$ cat src/rtl/jid_pkg.sv
package jid_pkg;

    // Tracked TAP position of the attached target, plus engine idle.
    typedef enum logic [3:0] {
        ST_IDLE,
        ST_FORCE_RST,
        ST_TLR,
        ST_RTI,
        ST_SEL_DR,
        ST_CAP_DR,
        ST_SHIFT_DR,
        ST_EXIT1_DR,
        ST_UPDATE_DR,
        ST_PARK
    } walk_state_t;

    // Mode-select level presented for the next rising edge while the
    // target sits in the tracked state.
    function automatic logic tms_for(input walk_state_t st, input logic last_bit);
        logic v;
        v = 1'b0;
        unique case (st)
            ST_IDLE:      v = 1'b1;
            ST_FORCE_RST: v = 1'b1;
            ST_TLR:       v = 1'b0;
            ST_RTI:       v = 1'b1;
            ST_SEL_DR:    v = 1'b0;
            ST_CAP_DR:    v = 1'b0;
            ST_SHIFT_DR:  v = last_bit;
            ST_EXIT1_DR:  v = 1'b1;
            ST_UPDATE_DR: v = 1'b0;
            ST_PARK:      v = 1'b0;
        endcase
        return v;
    endfunction

endpackage

$ cat src/rtl/jid_tck_gen.sv
module jid_tck_gen #(
    parameter int DIV_W = 8
) (
    input  logic             clk,
    input  logic             rst_n,
    input  logic             run,
    input  logic [DIV_W-1:0] div_val,
    output logic             tck,
    output logic             rise_evt,
    output logic             fall_evt
);

    logic [DIV_W-1:0] phase_cnt;
    logic             terminal;

    assign terminal = run && (phase_cnt == div_val);
    assign rise_evt = terminal && !tck;
    assign fall_evt = terminal && tck;

    always_ff @(posedge clk) begin
        if (!rst_n || !run) begin
            phase_cnt <= '0;
            tck       <= 1'b0;
        end else if (terminal) begin
            phase_cnt <= '0;
            tck       <= ~tck;
        end else begin
            phase_cnt <= phase_cnt + 1'b1;
        end
    end


    tck_gated_chk: assert property (@(posedge clk) disable iff (!rst_n)
        tck |-> run);


    half_period_chk: assert property (@(posedge clk) disable iff (!rst_n)
        (run && $past(run) && !$stable(tck)) |-> (phase_cnt == '0));

endmodule

$ cat src/rtl/jid_capture.sv
module jid_capture #(
    parameter int ID_W = 32
) (
    input  logic            clk,
    input  logic            rst_n,
    input  logic            shift_en,
    input  logic            bit_in,
    input  logic            commit,
    output logic [ID_W-1:0] word,
    output logic            first_bit
);

    logic [ID_W-1:0] shadow;

    // First bit arrives first and ends up in position 0.
    always_ff @(posedge clk) begin
        if (!rst_n) begin
            shadow <= '0;
        end else if (shift_en) begin
            shadow <= {bit_in, shadow[ID_W-1:1]};
        end
    end

    always_ff @(posedge clk) begin
        if (!rst_n) begin
            word      <= '0;
            first_bit <= 1'b0;
        end else if (commit) begin
            word      <= shadow;
            first_bit <= shadow[0];
        end
    end


    word_hold_chk: assert property (@(posedge clk) disable iff (!rst_n)
        !$stable(word) |-> $past(commit));


    flag_hold_chk: assert property (@(posedge clk) disable iff (!rst_n)
        !$stable(first_bit) |-> $past(commit));

endmodule

$ cat src/rtl/jid_tap_walker.sv
module jid_tap_walker
    import jid_pkg::*;
#(
    parameter int ID_W      = 32,
    parameter int RST_EDGES = 5
) (
    input  logic clk,
    input  logic rst_n,
    input  logic start,
    input  logic rise_evt,
    input  logic fall_evt,
    output logic busy,
    output logic done,
    output logic tms,
    output logic shift_en,
    output logic commit
);

    localparam int CNT_W = (ID_W > RST_EDGES) ? $clog2(ID_W) : $clog2(RST_EDGES + 1);
    localparam logic [CNT_W-1:0] LAST_BIT = CNT_W'(ID_W - 1);
    localparam logic [CNT_W-1:0] LAST_RST = CNT_W'(RST_EDGES - 1);

    walk_state_t state, nxt;
    logic [CNT_W-1:0] edge_cnt;
    logic             at_last_bit;

    assign at_last_bit = (edge_cnt == LAST_BIT);

    // State register
    always_ff @(posedge clk) begin
        if (!rst_n) state <= ST_IDLE;
        else        state <= nxt;
    end

    // Next state
    always_comb begin
        nxt = state;
        unique case (state)
            ST_IDLE:      if (start) nxt = ST_FORCE_RST;
            ST_FORCE_RST: if (rise_evt && edge_cnt == LAST_RST) nxt = ST_TLR;
            ST_TLR:       if (rise_evt) nxt = ST_RTI;
            ST_RTI:       if (rise_evt) nxt = ST_SEL_DR;
            ST_SEL_DR:    if (rise_evt) nxt = ST_CAP_DR;
            ST_CAP_DR:    if (rise_evt) nxt = ST_SHIFT_DR;
            ST_SHIFT_DR:  if (rise_evt && at_last_bit) nxt = ST_EXIT1_DR;
            ST_EXIT1_DR:  if (rise_evt) nxt = ST_UPDATE_DR;
            ST_UPDATE_DR: if (rise_evt) nxt = ST_PARK;
            ST_PARK:      if (fall_evt) nxt = ST_IDLE;
        endcase
    end

    // Edge counter for the reset run and the shift run
    always_ff @(posedge clk) begin
        if (!rst_n || nxt != state) begin
            edge_cnt <= '0;
        end else if (rise_evt && (state == ST_FORCE_RST || state == ST_SHIFT_DR)) begin
            edge_cnt <= edge_cnt + 1'b1;
        end
    end

    // Outputs
    assign busy     = (state != ST_IDLE);
    assign shift_en = rise_evt && (state == ST_SHIFT_DR);
    assign commit   = fall_evt && (state == ST_PARK);

    always_ff @(posedge clk) begin
        if (!rst_n) begin
            tms  <= 1'b1;
            done <= 1'b0;
        end else begin
            done <= commit;
            if (state == ST_IDLE && start)
                tms <= 1'b1;
            else if (fall_evt)
                tms <= tms_for(state, at_last_bit);
        end
    end


    reset_tms_chk: assert property (@(posedge clk) disable iff (!rst_n)
        (state == ST_TLR && $past(state) == ST_FORCE_RST) |-> $past(tms));


    enter_shift_chk: assert property (@(posedge clk) disable iff (!rst_n)
        (state == ST_SHIFT_DR && $past(state) == ST_CAP_DR) |-> !$past(tms));


    leave_shift_chk: assert property (@(posedge clk) disable iff (!rst_n)
        (state == ST_EXIT1_DR && $past(state) == ST_SHIFT_DR) |-> $past(tms));


    done_pulse_chk: assert property (@(posedge clk) disable iff (!rst_n)
        done |=> !done);


    done_idle_chk: assert property (@(posedge clk) disable iff (!rst_n)
        done |-> !busy);


    start_ignored_chk: assert property (@(posedge clk) disable iff (!rst_n)
        (busy && start && !commit) |=> busy);

endmodule

$ cat src/rtl/jtag_id_reader.sv
module jtag_id_reader #(
    parameter int ID_W      = 32,
    parameter int DIV_W     = 8,
    parameter int RST_EDGES = 5
) (
    input  logic             clk,
    input  logic             rst_n,
    input  logic             start,
    input  logic [DIV_W-1:0] div,
    output logic             busy,
    output logic             done,
    output logic [ID_W-1:0]  id_word,
    output logic             idcode_valid,
    output logic             tck,
    output logic             tms,
    output logic             tdi,
    input  logic             tdo
);

    localparam logic FILL_LEVEL = 1'b1;

    logic [DIV_W-1:0] div_q;
    logic             rise_evt;
    logic             fall_evt;
    logic             shift_en;
    logic             commit;

    // Divide value is frozen for the whole run.
    always_ff @(posedge clk) begin
        if (!rst_n)             div_q <= '0;
        else if (start && !busy) div_q <= div;
    end

    assign tdi = FILL_LEVEL;

    jid_tck_gen #(.DIV_W(DIV_W)) u_clkgen (
        .clk      (clk),
        .rst_n    (rst_n),
        .run      (busy),
        .div_val  (div_q),
        .tck      (tck),
        .rise_evt (rise_evt),
        .fall_evt (fall_evt)
    );

    jid_tap_walker #(.ID_W(ID_W), .RST_EDGES(RST_EDGES)) u_walker (
        .clk      (clk),
        .rst_n    (rst_n),
        .start    (start),
        .rise_evt (rise_evt),
        .fall_evt (fall_evt),
        .busy     (busy),
        .done     (done),
        .tms      (tms),
        .shift_en (shift_en),
        .commit   (commit)
    );

    jid_capture #(.ID_W(ID_W)) u_capture (
        .clk       (clk),
        .rst_n     (rst_n),
        .shift_en  (shift_en),
        .bit_in    (tdo),
        .commit    (commit),
        .word      (id_word),
        .first_bit (idcode_valid)
    );


    tms_edge_chk: assert property (@(posedge clk) disable iff (!rst_n)
        !$stable(tms) |-> !tck);


    tck_idle_chk: assert property (@(posedge clk) disable iff (!rst_n)
        !busy |-> !tck);


    div_frozen_chk: assert property (@(posedge clk) disable iff (!rst_n)
        (busy && $past(busy)) |-> $stable(div_q));

endmodule

$ cat config.mk
export PLATFORM = sky130hd
export DESIGN_NAME = jtag_id_reader
export DESIGN_NICKNAME = d
export VERILOG_FILES = /design/src/rtl/jid_pkg.sv /design/src/rtl/jid_tck_gen.sv /design/src/rtl/jid_capture.sv /design/src/rtl/jid_tap_walker.sv /design/src/rtl/jtag_id_reader.sv
export SDC_FILE = /design/constraint.sdc
export NUM_CORES = 1
export LEC_CHECK = 0
export BUFFER_PORTS_ARGS = -buffer_cell sky130_fd_sc_hd__buf_4
export CAP_MARGIN = 10
export CELL_PAD_IN_SITES_DETAIL_PLACEMENT = 0
export CELL_PAD_IN_SITES_GLOBAL_PLACEMENT = 1
export CORE_ASPECT_RATIO = 0.6
export CORE_UTILIZATION = 25
export CTS_CLUSTER_DIAMETER = 50
export DETAILED_ROUTE_END_ITERATION = 16
export GPL_ROUTABILITY_DRIVEN = 0
export PLACE_DENSITY = 0.61
export SLEW_MARGIN = 20
export SYNTH_ARGS = -nofsm -noshare
export SYNTH_HDL_FRONTEND = slang
export SYNTH_SLANG_ARGS = --single-unit
$ cat constraint.sdc
create_clock -name clk -period 3.08 [get_ports clk]
set_input_delay 0.616 -clock clk [delete_from_list [all_inputs] [get_ports clk]]
set_output_delay 0.616 -clock clk [all_outputs]
set_load 0.01 [all_outputs]
==> results.toml <==
[timing]
worst_pin_slew_ns = 0.7334
drv_slew = 0
setup_viol = 0
rsz0062_at_grt = "no"
fmax_ghz = 0.4204
fin_crit_sh_pct = 77.23
clock_skew_ns = 0.007420
tns_ns = 0
relSlewSlack_pct = 50.44
fin_crit_ns = 2.379
hold_violations = 0

[logic_synthesis]
yosysTopAreaCell = "dfxtp_1"
synthTopCellsByArea = "dfxtp_1, nand2_1, a21boi_1"
synth.top_cell.area_share_pct = 46.42
synth_seq_cells = 92
yosysSeqAreaShare_pct = 46.42
avgSynthCellArea_sq_um = 8.478
synth.net_count = 484
ys_types = 52
synth_ff_type = "dfxtp_1"
ys_warn_count = 0
netlist_instances = 468
synth_edf_count = 0
syn_area_sq_um = 3968
ys_async_sr_fraction_pct = 0

[place]
dpl.hpwl_um = 6125
postPlaceCellArea_sq_um = 4511
portBuffers = 48

[global_routing]
grt_pass1_wl_um = 15540
grtUsageTotal_pct = 11.89
grt_remaining_overflow = 0
grt_start_max_net_pins = 66
grt_antenna_before_repair = 0
grt_pass1_vias = 3112

[worst_setup_path]
endpoint_kind = "output pin"
regToRegSetupSlack_ns = 0.75
timing.rr.end = "u_walker.edge_cnt[3]$_SDFFE_PP0P_"
r2r-start = "u_clkgen.phase_cnt[0]$_SDFF_PP0_"
required_ns = 2.46
rr_worst_depth = 5
cp.arrival_ns = 1.76
critPathKind = "flip-flop to output pin"
critPathMaxFanout = 16
start_kind = "flip-flop"

[pwr]
combPwrFrac_pct = 6.3
swShare_pct = 23.35
total_power_w = 0.002398
seqPwrFrac_pct = 50.5
power_density_nw_per_um2 = 500.5
p_leak_nw = 1.748
peakVddDrop_mv = 0.2601
power.internal_w = 0.001838
power.switching_w = 0.0005600
power_frac_clock_pct = 43.2

[detailed_routing]
wire_per_inst_um = 12.98
vias = 3194
routed_via_density = 4.511
drt_iter0_drc = 216
drc = 0
drtPass1Iterations = 4
ant_nets = 0
wl_um = 9189

[worst_hold_path]
hold_depth = 2
min_from = "u_capture.word[22]$_SDFFE_PN0P_"
min_to = "u_capture.word[22]$_SDFFE_PN0P_"
min_path_type = "flip-flop to flip-flop"

[final_layout]
fin_area_sq_um = 4791
layout-drive-gt1-share_pct = 14.85
syn_to_final_growth_pct = 20.75
seq_area_sq_um = 1842
multi_input_area_sq_um = 1979
diodes = 0
nets = 516
n_fill_cell = 1644

[cts]
numCtsBuffers = 9
clk_path_buf_depth = 2
htree_levels = 3
cts.repair.resized = 0
clk_latency_ns = 0.33
cts_tree = "built"
cts_num_sinks = 92
cts_root_buf = "clkbuf_16"
postCtsSetupRepairBufs = 0
holdBufCountCts = 0
cts.clk_slew.worst_paths_ns = 0.06

[floorplan]
die_area_sq_um = 16390
core-area_sq_um = 15410
num_rows = 35
die_height_um = 99.58
ios = 50
initial_core_util_pct = 25.74
fp.dieW_um = 164.6

[status]
status = "finished clean"

[flow_run]
cap_violations = 0
-- how the worst max path moves through the flow --
stage	cells after the start	endpoint	from	slack, ns
detailed placement	5	u_walker.edge_cnt[3]$_SDFFE_PP0P_	u_clkgen.phase_cnt[0]$_SDFF_PP0_	0.81
CTS	3	busy	u_walker.state[2]$_SDFF_PN0_	0.75
floorplan	8	u_walker.edge_cnt[3]$_SDFFE_PP0P_	u_walker.edge_cnt[0]$_SDFFE_PP0P_	1.17
finish	3	busy	u_walker.state[2]$_SDFF_PN0_	0.70
global route	6	u_capture.word[27]$_SDFFE_PN0P_	u_walker.state[2]$_SDFF_PN0_	0.58
global placement	6	u_capture.word[23]$_SDFFE_PN0P_	u_walker.state[2]$_SDFF_PN0_	0.87
-- logic make-up after synthesis --
| logic type | after synthesis | synth area share (%) |
|---|---|---|
| simple gates | 210 | 24.38 |
| compound gates | 94 | 17.41 |
| flops | 92 | 46.42 |
| buf+inv | 40 | 4.131 |
| xor+xnor | 16 | 3.532 |
| mux | 11 | 2.775 |
| fa+ha+maj | 4 | 1.261 |
| other cells | 1 | 0.09452 |
-- metrics by stage --
step | util [%] | worst slack, ns | instances | hold WS, ns
2_1_floorplan | - | 1.170 | 468 | 0.4310
3_3_place_gp | 29.26 | 0.8707 | 692 | 0.4420
3_5_place_dp | 29.26 | 0.8085 | 692 | 0.4468
4_1_cts | 31.08 | 0.7491 | 708 | 0.4562
5_1_grt | 31.08 | 0.5769 | 708 | 0.4716
6_report | 31.08 | 0.7014 | 708 | 0.4501
-- layer usage --
metal / track usage [%] / up-vias / part of all wire [%]
li1: - / 1635 / -
met1: 17.31 / 1475 / 54
met2: 17.03 / 71 / 41
met3: 3.086 / 13 / 3.8
met4: 3.317 / 0 / 0.87
met5: 0 / - / 0
-- final cells by class --
class,instances,area share [%]
tap,203,5.302
inverter,6,0.4701
clock buffer,12,5.145
timing repair buffer,55,8.618
sequential,92,38.44
clock inverter,4,0.7051
multi-input combinational,336,41.32
-- critical path, cell delays in order (launching register included) --
cell,delay [ns]
dfxtp_1,0.48
nor2_1,0.53
nand2_1,0.22
buf_4,0.20
-- cell usage after synthesis, types with 3 or more instances --
| cell | number |
|---|---|
| and3_1 | 5 |
| xor2_1 | 6 |
| or4_1 | 3 |
| nor4_2 | 3 |
| clkbuf_1 | 29 |
| inv_1 | 5 |
| buf_4 | 3 |
| nor4_1 | 4 |
| nand2_1 | 134 |
| nand3b_1 | 3 |
| nor2b_1 | 12 |
| o21a_1 | 3 |
| ha_1 | 4 |
| nor2_1 | 18 |
| mux2i_1 | 11 |
| a21boi_1 | 66 |
| dfxtp_1 | 92 |
| o21ai_0 | 4 |
| o21ai_1 | 3 |
| nand3_1 | 11 |
| xnor2_1 | 10 |
-- registers in the layout, indices dropped and copies added, names as in the netlist --
signal,cells
u_clkgen.phase_cnt,8
u_walker.state,4
u_capture.shadow,32
u_walker.tms,1
u_clkgen.tck,1
u_walker.edge_cnt,5
div_q,8
u_capture.word,32
u_walker.done,1
-- cells in the final DEF, fill, tap and decap left out, types with 2 or more instances in the layout --
cell type,Yosys,layout
nor3_1,2,2
a21oi_1,2,2
xnor2_1,10,10
inv_1,5,5
buf_4,3,55
mux2i_1,11,11
clkinv_4,0,2
nor4_1,4,4
nor2_1,18,18
ha_1,4,4
o21ai_1,3,3
and3_1,5,5
o31ai_1,2,2
or4_1,3,3
or3_1,2,2
o21ai_0,4,4
o211ai_1,2,2
nor4_4,0,2
dfxtp_1,92,92
or2_2,2,2
a21boi_1,66,66
nand3_1,11,11
o21a_1,3,3
clkbuf_16,0,9
clkbuf_1,29,2
nor3b_1,2,2
nand3b_1,3,3
xor2_1,6,6
nand2_1,134,134
nor2b_1,12,12
-- power groups by stage --
stage | Sequential (W) | Clock (W) | Combinational [W]
finish | 0.00121 | 0.00104 | 0.000152
detailed placement | 0.00124 | 0 | 0.000152
global route | 0.00121 | 0.00114 | 0.000167
floorplan | 0.00123 | 0 | 0.000109
global placement | 0.00124 | 0 | 0.000150
CTS | 0.00121 | 0.00109 | 0.000153
No activity file was read; power rests on OpenSTA's default activity.
